File: src/rtl/burst_seq_pkg.sv
package burst_seq_pkg;

  typedef enum logic [1:0] {
    MODE_PAGE = 2'd0,
    MODE_FAST = 2'd1,
    MODE_EDO  = 2'd2,
    MODE_SYNC = 2'd3
  } burstMode_e;

  typedef enum logic [1:0] {
    ST_IDLE = 2'd0,
    ST_BEAT = 2'd1,
    ST_PRE  = 2'd2
  } seqState_e;

  // strobes from control to datapath
  typedef struct packed {
    logic acceptReq;   // request taken at this edge
    logic nextBeat;    // current beat ends, another follows
    logic finalCycle;  // delivery cycle of the current beat
    logic oeOn;        // data-output enable
  } seqStrobe_t;

endpackage

File: src/rtl/burst_ctrl.sv
module burst_ctrl
  import burst_seq_pkg::*;
#(
  parameter int BURST_LEN = 4,
  parameter int CNT_W     = 4,
  parameter int FIRST_CYC = 5,
  parameter int PAGE_CYC  = 5,
  parameter int FAST_CYC  = 3,
  parameter int EDO_CYC   = 2,
  parameter int SYNC_CYC  = 1,
  parameter int PRE_CYC   = 1
) (
  input  logic       clk,
  input  logic       rstN,
  input  logic       reqValid,
  input  logic [1:0] modeSel,
  output logic       reqAck,
  output logic       beatValid,
  output logic       burstDone,
  output seqStrobe_t strobe
);

  localparam int IDX_W = (BURST_LEN > 1) ? $clog2(BURST_LEN) : 1;
  localparam logic [IDX_W-1:0] LAST_IDX = IDX_W'(BURST_LEN - 1);

  seqState_e        state;
  burstMode_e       modeReg;
  logic [CNT_W-1:0] cnt;
  logic [CNT_W-1:0] laterLoad;
  logic [IDX_W-1:0] beatIdx;
  logic             holdMode;
  logic             finalCycle;
  logic             accept;

  always_comb begin
    unique case (modeReg)
      MODE_PAGE: laterLoad = CNT_W'(PAGE_CYC - 1);
      MODE_FAST: laterLoad = CNT_W'(FAST_CYC - 1);
      MODE_EDO:  laterLoad = CNT_W'(EDO_CYC - 1);
      default:   laterLoad = CNT_W'(SYNC_CYC - 1);
    endcase
  end

  assign accept     = reqValid && (state == ST_IDLE);
  assign finalCycle = (state == ST_BEAT) && (cnt == '0);
  assign holdMode   = (modeReg == MODE_EDO) || (modeReg == MODE_SYNC);

  always_ff @(posedge clk) begin
    if (!rstN) begin
      state   <= ST_IDLE;
      cnt     <= '0;
      beatIdx <= '0;
      modeReg <= MODE_PAGE;
    end else begin
      unique case (state)
        ST_IDLE: begin
          if (reqValid) begin
            state   <= ST_BEAT;
            cnt     <= CNT_W'(FIRST_CYC - 1);
            beatIdx <= '0;
            modeReg <= burstMode_e'(modeSel);
          end
        end
        ST_BEAT: begin
          if (cnt != '0) begin
            cnt <= cnt - 1'b1;
          end else if (beatIdx == LAST_IDX) begin
            state <= ST_PRE;
            cnt   <= CNT_W'(PRE_CYC - 1);
          end else begin
            beatIdx <= beatIdx + 1'b1;
            cnt     <= laterLoad;
          end
        end
        default: begin
          if (cnt != '0) cnt <= cnt - 1'b1;
          else           state <= ST_IDLE;
        end
      endcase
    end
  end

  assign reqAck    = (state == ST_IDLE);
  assign beatValid = finalCycle;
  assign burstDone = finalCycle && (beatIdx == LAST_IDX);

  assign strobe.acceptReq  = accept;
  assign strobe.nextBeat   = finalCycle && (beatIdx != LAST_IDX);
  assign strobe.finalCycle = finalCycle;
  assign strobe.oeOn       = finalCycle ||
                             (holdMode && (state == ST_BEAT) && (beatIdx != '0));

endmodule

File: src/rtl/burst_datapath.sv
module burst_datapath
  import burst_seq_pkg::*;
#(
  parameter int ROW_W     = 8,
  parameter int COL_W     = 6,
  parameter int DATA_W    = 16,
  parameter int BURST_LEN = 4
) (
  input  logic              clk,
  input  logic              rstN,
  input  seqStrobe_t        strobe,
  input  logic [ROW_W-1:0]  reqRow,
  input  logic [COL_W-1:0]  reqCol,
  input  logic [DATA_W-1:0] memData,
  output logic [ROW_W-1:0]  memRow,
  output logic [COL_W-1:0]  memCol,
  output logic [DATA_W-1:0] beatData
);

  localparam int IDX_W = (BURST_LEN > 1) ? $clog2(BURST_LEN) : 1;

  logic [ROW_W-1:0]  rowReg;
  logic [COL_W-1:0]  colBase;
  logic [IDX_W-1:0]  colOff;
  logic [DATA_W-1:0] heldData;

  always_ff @(posedge clk) begin
    if (!rstN) begin
      rowReg   <= '0;
      colBase  <= '0;
      colOff   <= '0;
      heldData <= '0;
    end else begin
      if (strobe.acceptReq) begin
        rowReg  <= reqRow;
        colBase <= reqCol;
        colOff  <= '0;
      end else if (strobe.nextBeat) begin
        colOff <= colOff + 1'b1;
      end
      if (strobe.finalCycle) heldData <= memData;
    end
  end

  // increment stays inside the aligned group of BURST_LEN columns
  assign memRow = rowReg;
  assign memCol = {colBase[COL_W-1:IDX_W], colBase[IDX_W-1:0] + colOff};

  always_comb begin
    if (!strobe.oeOn)           beatData = '0;
    else if (strobe.finalCycle) beatData = memData;
    else                        beatData = heldData;
  end

endmodule

File: src/rtl/dram_burst_seq.sv
module dram_burst_seq
  import burst_seq_pkg::*;
#(
  parameter int ROW_W     = 8,
  parameter int COL_W     = 6,
  parameter int DATA_W    = 16,
  parameter int BURST_LEN = 4,
  parameter int CNT_W     = 4,
  parameter int FIRST_CYC = 5,
  parameter int PAGE_CYC  = 5,
  parameter int FAST_CYC  = 3,
  parameter int EDO_CYC   = 2,
  parameter int SYNC_CYC  = 1,
  parameter int PRE_CYC   = 1
) (
  input  logic              clk,
  input  logic              rstN,
  input  logic              reqValid,
  output logic              reqAck,
  input  logic [ROW_W-1:0]  reqRow,
  input  logic [COL_W-1:0]  reqCol,
  input  logic [1:0]        modeSel,
  output logic [ROW_W-1:0]  memRow,
  output logic [COL_W-1:0]  memCol,
  input  logic [DATA_W-1:0] memData,
  output logic [DATA_W-1:0] beatData,
  output logic              beatValid,
  output logic              burstDone,
  output logic              outEnable
);

  seqStrobe_t strobe;

  burst_ctrl #(
    .BURST_LEN(BURST_LEN), .CNT_W(CNT_W), .FIRST_CYC(FIRST_CYC),
    .PAGE_CYC(PAGE_CYC), .FAST_CYC(FAST_CYC), .EDO_CYC(EDO_CYC),
    .SYNC_CYC(SYNC_CYC), .PRE_CYC(PRE_CYC)
  ) u_ctrl (
    .clk(clk), .rstN(rstN), .reqValid(reqValid), .modeSel(modeSel),
    .reqAck(reqAck), .beatValid(beatValid), .burstDone(burstDone),
    .strobe(strobe)
  );

  burst_datapath #(
    .ROW_W(ROW_W), .COL_W(COL_W), .DATA_W(DATA_W), .BURST_LEN(BURST_LEN)
  ) u_dp (
    .clk(clk), .rstN(rstN), .strobe(strobe), .reqRow(reqRow),
    .reqCol(reqCol), .memData(memData), .memRow(memRow),
    .memCol(memCol), .beatData(beatData)
  );

  assign outEnable = strobe.oeOn;

endmodule

File: config.mk
export PLATFORM = sky130hd
export DESIGN_NAME = dram_burst_seq
export DESIGN_NICKNAME = d
export VERILOG_FILES = /design/src/rtl/burst_seq_pkg.sv /design/src/rtl/burst_ctrl.sv /design/src/rtl/burst_datapath.sv /design/src/rtl/dram_burst_seq.sv
export SDC_FILE = /design/constraint.sdc
export NUM_CORES = 1
export LEC_CHECK = 0
export ABC_AREA = 0
export BUFFER_PORTS_ARGS = -buffer_cell sky130_fd_sc_hd__buf_2
export CAP_MARGIN = 40
export CORE_MARGIN = 10
export CORE_UTILIZATION = 49
export CTS_CLUSTER_SIZE = 30
export DETAILED_ROUTE_END_ITERATION = 10
export PLACE_DENSITY = 0.78
export SLEW_MARGIN = 20
export SYNTH_ARGS = -nofsm -noshare
export SYNTH_HDL_FRONTEND = slang
export SYNTH_HIERARCHICAL = 1
export SYNTH_SLANG_ARGS = --single-unit
File: constraint.sdc
create_clock -name clk -period 3.9 [get_ports clk]
set_clock_uncertainty 0.05 [all_clocks]
set_input_delay 0.78 -clock clk [delete_from_list [all_inputs] [get_ports clk]]
set_output_delay 0.78 -clock clk [all_outputs]
set_load 0.01 [all_outputs]
Yosys cells after proc, flatten, opt, wreduce, memory -nomap -nowiden --
Index checks and enable logic that the tools add are counted.
Word-level totals: input port bits 35, register bits after elaboration 42, output and inout bits 34, word-level logic and storage cells 61
Operators by class: muxes and demuxes 17, $add $sub $neg 4, reductions and logical operators 20, equality and inequality tests 11, bitwise gates (word level) 1
Operators with widths (count):
- $mux W16 | 2
- $mux W2 | 7
- $mux W4 | 3
- $ne A2 B2 Y1 const B | 5
- $pmux W3 S3 | 1
- $pmux W2 S2 | 2
- $pmux W4 S2 | 1
- $reduce_and A4 Y1 | 2
- $eq A2 B2 Y1 const B | 3
- $logic_and A1 B1 Y1 | 6
- $add A2 B1 Y2 const B | 2
- $eq A2 B1 Y1 const B | 2
- $logic_not A2 Y1 | 2
- $logic_not A4 Y1 | 1
- $reduce_and A2 Y1 | 2
- $reduce_bool A2 Y1 | 2
- $reduce_bool A4 Y1 | 1
- $sub A4 B1 Y4 const B | 1
- $mux W3 | 1
- $reduce_bool A3 Y1 | 1
- $add A2 B2 Y2 | 1
- $logic_or A1 B1 Y1 | 2
- $ne A2 B1 Y1 const B | 1
- $reduce_or A2 Y1 | 1
- $not A1 Y1 | 1

Depth between registers and ports, before layout --
depth after elaboration 6, depth in mapped cells 10, depth with buffers taken out 7

Hierarchy --
Netlist, hierarchy kept.
Modules (own cells, without submodules):
- burst_datapath | sequential area each 640.6 µm², area each 1410.1 µm², cells each 129, times used 1
- burst_ctrl | sequential area each 200.2 µm², area each 601.8 µm², cells each 80, times used 1

Least setup slack after synthesis --
OpenSTA, ideal clock, no wires.
kind reg-to-output, from register u_ctrl.cnt[0], to output port beatData[10], stages on the path, launching flop included 11, data required time 3.070 ns, arrival 1.998 ns, path buffers 4, path slack 1.072 ns, path through dfxtp_1 inv_1 ha_1 or3b_1 buf_6 nor2_1 buf_4 buf_6 buf_12 mux2i_1 nor2b_1
On the way: longest elaborated chain between the ends 4, elaborated cells on any way between the ends 5, classes of those cells mux: 2; reduce/logical: 3
RTL lines:
- start, declared | RTL line burst_ctrl.sv:28 | logic [CNT_W-1:0] cnt;
- start signal, assigned | RTL line burst_ctrl.sv:59 | cnt <= CNT_W'(FIRST_CYC - 1);
- start signal, assigned | RTL line burst_ctrl.sv:66 | cnt <= cnt - 1'b1;
- start signal, assigned | RTL line burst_ctrl.sv:69 | cnt <= CNT_W'(PRE_CYC - 1);
- $logic_not A4 Y1 (*) | RTL line burst_ctrl.sv:45 | assign finalCycle = (state == ST_BEAT) && (cnt == '0);
- $logic_and A1 B1 Y1 (*) | RTL line burst_ctrl.sv:45
- net beatValid | RTL line dram_burst_seq.sv:27 | output logic beatValid,
- $mux W16 / $logic_or A1 B1 Y1 (equally long branches) | RTL line burst_datapath.sv:51, burst_ctrl.sv:90
- $mux W16 (*) | RTL line burst_datapath.sv:50 | if (!strobe.oeOn) beatData = '0;
- end, declared | RTL line dram_burst_seq.sv:26 | output logic [DATA_W-1:0] beatData,
The timed path passes the listed nets; every way through them passes the cells marked *.

Final worst setup path --
from register u_ctrl.cnt[0], to output port beatData[0]
On the way: longest elaborated chain between the ends 4, elaborated cells on any way between the ends 5, classes of those cells mux: 2; reduce/logical: 3
RTL lines (RTL line):
- $logic_not A4 Y1 (*) | burst_ctrl.sv:45
- $logic_and A1 B1 Y1 (*) | burst_ctrl.sv:45
- $mux W16 / $logic_or A1 B1 Y1 (equally long branches) | burst_datapath.sv:51, burst_ctrl.sv:90
- $mux W16 (*) | burst_datapath.sv:50
Every way passes the cells marked *; elsewhere a longest branch is shown, timed or not.

==> run_results.csv <==
group,metric,value,unit
power_and_ir_drop,p_comb_frac,0.247,
logic_synthesis,ys_async_sr_fraction,0,
worst_setup_path,critical_path_peak_fanout,18,
layout,finalCoreUtilization,0.593,
cts,clk_buf_depth,2,
timing,fmax,0.318,GHz
placed_design,detailed_placement_wirelength_estimate,3280,um
min_path,min_delay_path_depth,2,
detailed_routing,initialDrtViolationCount,125,
floorplanning,floorplan.io_pins,69,
grt,first_global_vias,1652,
logic_synthesis,commonest_cells_in_the_netlist,"46 x sky130_fd_sc_hd__nor2b_1, 42 x sky130_fd_sc_hd__dfxtp_1, 31 x sky130_fd_sc_hd__mux2i_1",
cts,h-tree-depth,2,
cts,cts-resized-gates,0,
logic_synthesis,synth-main-ff-cell,"sky130_fd_sc_hd__dfxtp_1",
grt,grt_first_pass_wirelength,7510,um
cts,cts_buffers,5,
power_and_ir_drop,power.share.sequential,0.489,
power_and_ir_drop,total_leakage_power,1.06,nW
power_and_ir_drop,max-vdd-ir-drop,0.000240,V
detailed_routing,wire_per_inst,13.8,um
grt,grt_antenna_before_repair,0,
worst_setup_path,critical-path-top-delay-family,"simple AND/OR/NAND/NOR gates",
logic_synthesis,yosys.cell_count.top_type,"sky130_fd_sc_hd__nor2b_1",
layout,area_delta_synth_final,17.9,%
timing,period_needed,3.15,ns
placed_design,buffer_ports.inserted,68,
min_path,min-delay-start,"u_ctrl/modeReg[0]",
worst_setup_path,worstPathCellList,"inv_1 -> ha_1 -> or3b_1 -> nor2_2 -> buf_4 -> mux2i_1 -> nor2b_1 -> buf_2",
worst_setup_path,critical-path-slowest-cell,"sky130_fd_sc_hd__or3b_1",
timing,setup_tns,0,ns
floorplanning,core,0.00400,sq mm
logic_synthesis,yosysSeqAreaShare,0.418,
cts,cts_sinks,42,
timing,final-setup-viol-count,0,
layout,nNetsFinal,307,
grt,largest_net_degree_at_the_start_of_global_routing,36,
detailed_routing,drcViolationCount,0,
cts,clk_pin_slew,0.07,ns
timing,layout_worst_path_cycle_share,0.807,
logic_synthesis,post-synth-top-area-fraction,0.418,
placed_design,post-place-cells,311,
timing,hold_viol_final,0,
power_and_ir_drop,pwr-share-clk,0.264,
logic_synthesis,synth_cell_type_count,32,
worst_setup_path,crit-reg2reg-launch,"u_ctrl/cnt[0]",
detailed_routing,drt_pre_antenna_iters,4,
layout,antennaDiodeCount,0,
logic_synthesis,post_synth_instance_area,0.00201,sq mm
worst_setup_path,critical_path.endpoint_type,"output port",
logic_synthesis,synth-seq-cells,42,
worst_setup_path,worst_ep_required_time,3.07,ns
grt,grt.overflow.total,0,
timing,grt_setup_unrepaired,"no",
worst_setup_path,criticalPathCategory,"reg -> out",
timing,worst_slew_pin_slew,0.806,ns
power_and_ir_drop,power_per_cell_area,419,mW/mm^2
floorplanning,std_cell_rows,23,
layout,post_layout_nonfiller_instances,318,
logic_synthesis,netlist_instances,209,
logic_synthesis,ys.warnings.count,6,
worst_setup_path,crit_arrival,2.32,ns
run_status,status,"complete, no violations",
cts,number_of_buffers_added_for_setup_after_cts,0,
cts,clk-insertion-delay-late,0.28,ns
worst_setup_path,r2r_cells,7,
logic_synthesis,syn_avg_cell_area,9.63,sq um
detailed_routing,num_vias,1550,
timing,maxSlewHeadroom,0.462,
power_and_ir_drop,internal_power,0.704,mW
placed_design,gp_routability_congestion,0.781,
cts,cts.root.buffer_cell,"sky130_fd_sc_hd__clkbuf_8",
detailed_routing,vias_per_cell,4.87,
worst_setup_path,critical_path.reg2reg.endpoint,"u_ctrl/beatIdx[0]",
power_and_ir_drop,switching_fraction,0.291,
run,max_cap_viol_count,0,
min_path,worstHoldEndpoint,"u_ctrl/modeReg[0]",
layout,n_fill_cell,356,
floorplanning,chipHeight,84.1,um
floorplanning,die_width,84.1,um
detailed_routing,drt_wl_total,4400,um
floorplanning,floorplan.initialDensity,0.503,
cts,cts_hold_repair.buffers,0,
power_and_ir_drop,p_sw,0.289,mW
worst_setup_path,ff2ff_setup_slack,1.75,ns
worst_setup_path,timing.critical_path.from_type,"flip-flop",
logic_synthesis,synth_nets,248,
detailed_routing,drtAntennaViolNets,0,
timing,final-max-slew-violation-count,0,
worst_setup_path,timing.critical_path.slowest_cell_delay,0.50,ns
logic_synthesis,post_synth_main_area_contributors,"sky130_fd_sc_hd__dfxtp_1 42%, sky130_fd_sc_hd__mux2i_1 15%, sky130_fd_sc_hd__nor2b_1 14%",
layout,fraction_of_layout_cells_with_a_size_suffix_above_1,0.302,
cts,tritoncts,"yes",
grt,grt_usage,0.124,
logic_synthesis,synth_edf_count,0,
min_path,hp-class,"reg -> reg",
logic_synthesis,synth_top_cell_by_area,"sky130_fd_sc_hd__dfxtp_1",
floorplanning,fp.dieArea,0.00707,sq mm
worst_setup_path,cp_num_buf_inv,3,
## kinds of logic (layout without fill, tap and decap cells)
group                      Yosys count  count (layout)  synth area share
AOI/OAI and AO/OA                   19              19            0.0603
xor gates and xnor gates             4               4            0.0174
adders and majority gates            4               4            0.0249
buffers and inverters               29              88            0.0902
DFF                                 42              42             0.418
muxes                               31              31             0.154
and+or+nand+nor                     80              80             0.235
## sequential cells by signal, summed over array words and instances, names as in the netlist
name	cells
u_ctrl/modeReg	2
u_dp/colBase	6
u_dp/memRow	8
u_dp/colOff	2
u_dp/heldData	16
u_ctrl/state	2
u_ctrl/beatIdx	2
u_ctrl/cnt	4
## metal layers
metal | wire length (um) | vias up | part of all wire | global-route usage
met5 | 0 | - | 0 | 0
li1 | - | 795 | - | -
met1 | 1900 | 699 | 0.43 | 0.132
met2 | 2070 | 52 | 0.47 | 0.205
met4 | 44 | 0 | 0.010 | 0.0426
met3 | 389 | 4 | 0.088 | 0.0654
## power by group through the flow
stage          Clock (mW)  Sequential, mW  Combinational [mW]
2_1_floorplan           0           0.491               0.200
3_3_place_gp            0           0.494               0.241
3_5_place_dp            0           0.494               0.249
4_1_cts             0.272           0.486               0.249
5_1_grt             0.289           0.491               0.274
6_report            0.262           0.486               0.246
## per-stage QoR
stage	total power, mW	cell area, sq um	worst slack, ns	hold slack (ns)
after floorplan	0.692	2010	1.07	0.399
after global placement	0.734	2290	1.12	0.410
after detailed placement	0.743	2290	1.05	0.433
after CTS	1.01	2370	0.735	0.443
after global routing	1.05	2370	0.568	0.465
final	0.994	2370	0.755	0.447
## how the worst max path moves through the flow
stage	to	startpoint	cells past startpoint
after floorplan	beatData[10]	u_ctrl/cnt[0]	10
after global routing	beatData[5]	u_ctrl/cnt[0]	8
after CTS	beatData[8]	u_ctrl/cnt[0]	8
after detailed placement	beatData[8]	u_ctrl/cnt[0]	8
final	beatData[0]	u_ctrl/cnt[0]	8
after global placement	beatData[8]	u_ctrl/cnt[0]	8
## cell type report
| cell class | count | area, sq um | area share |
|---|---|---|---|
| multi-input cells | 138 | 992 | 0.418 |
| repair buffers | 70 | 355 | 0.150 |
| clock inverters | 1 | 7.51 | 0.00316 |
| inverters | 11 | 41.3 | 0.0174 |
| flip-flops and latches | 42 | 841 | 0.354 |
| well taps | 50 | 62.6 | 0.0264 |
| clock buffers | 6 | 72.6 | 0.0306 |
## cell usage in the layout (no fill, tap or decap), types with 2 or more instances in the layout
cell type | Yosys | layout
sky130_fd_sc_hd__mux2i_1 | 31 | 31
sky130_fd_sc_hd__nor2b_1 | 46 | 46
sky130_fd_sc_hd__nand2_1 | 12 | 12
sky130_fd_sc_hd__o211ai_1 | 2 | 2
sky130_fd_sc_hd__or3_1 | 2 | 2
sky130_fd_sc_hd__o21ai_0 | 2 | 2
sky130_fd_sc_hd__clkbuf_8 | 0 | 5
sky130_fd_sc_hd__a32oi_1 | 2 | 2
sky130_fd_sc_hd__dfxtp_1 | 42 | 42
sky130_fd_sc_hd__buf_4 | 6 | 2
sky130_fd_sc_hd__nor2_1 | 5 | 4
sky130_fd_sc_hd__buf_2 | 0 | 68
sky130_fd_sc_hd__o21a_1 | 3 | 3
sky130_fd_sc_hd__inv_1 | 11 | 11
sky130_fd_sc_hd__nand2b_1 | 2 | 2
sky130_fd_sc_hd__nor3_1 | 4 | 4
sky130_fd_sc_hd__a21oi_1 | 8 | 8
sky130_fd_sc_hd__ha_1 | 4 | 4
sky130_fd_sc_hd__xnor2_1 | 4 | 4
## worst register-to-register path, cell delays in order (launching register included)
cell and delay [ns]:
sky130_fd_sc_hd__dfxtp_1 0.33, sky130_fd_sc_hd__inv_1 0.09, sky130_fd_sc_hd__ha_1 0.16, sky130_fd_sc_hd__or3b_1 0.51
sky130_fd_sc_hd__or3_4 0.45, sky130_fd_sc_hd__inv_1 0.20, sky130_fd_sc_hd__nor3_1 0.07, sky130_fd_sc_hd__o21a_1 0.19
Power figures use the tool's default switching activity.
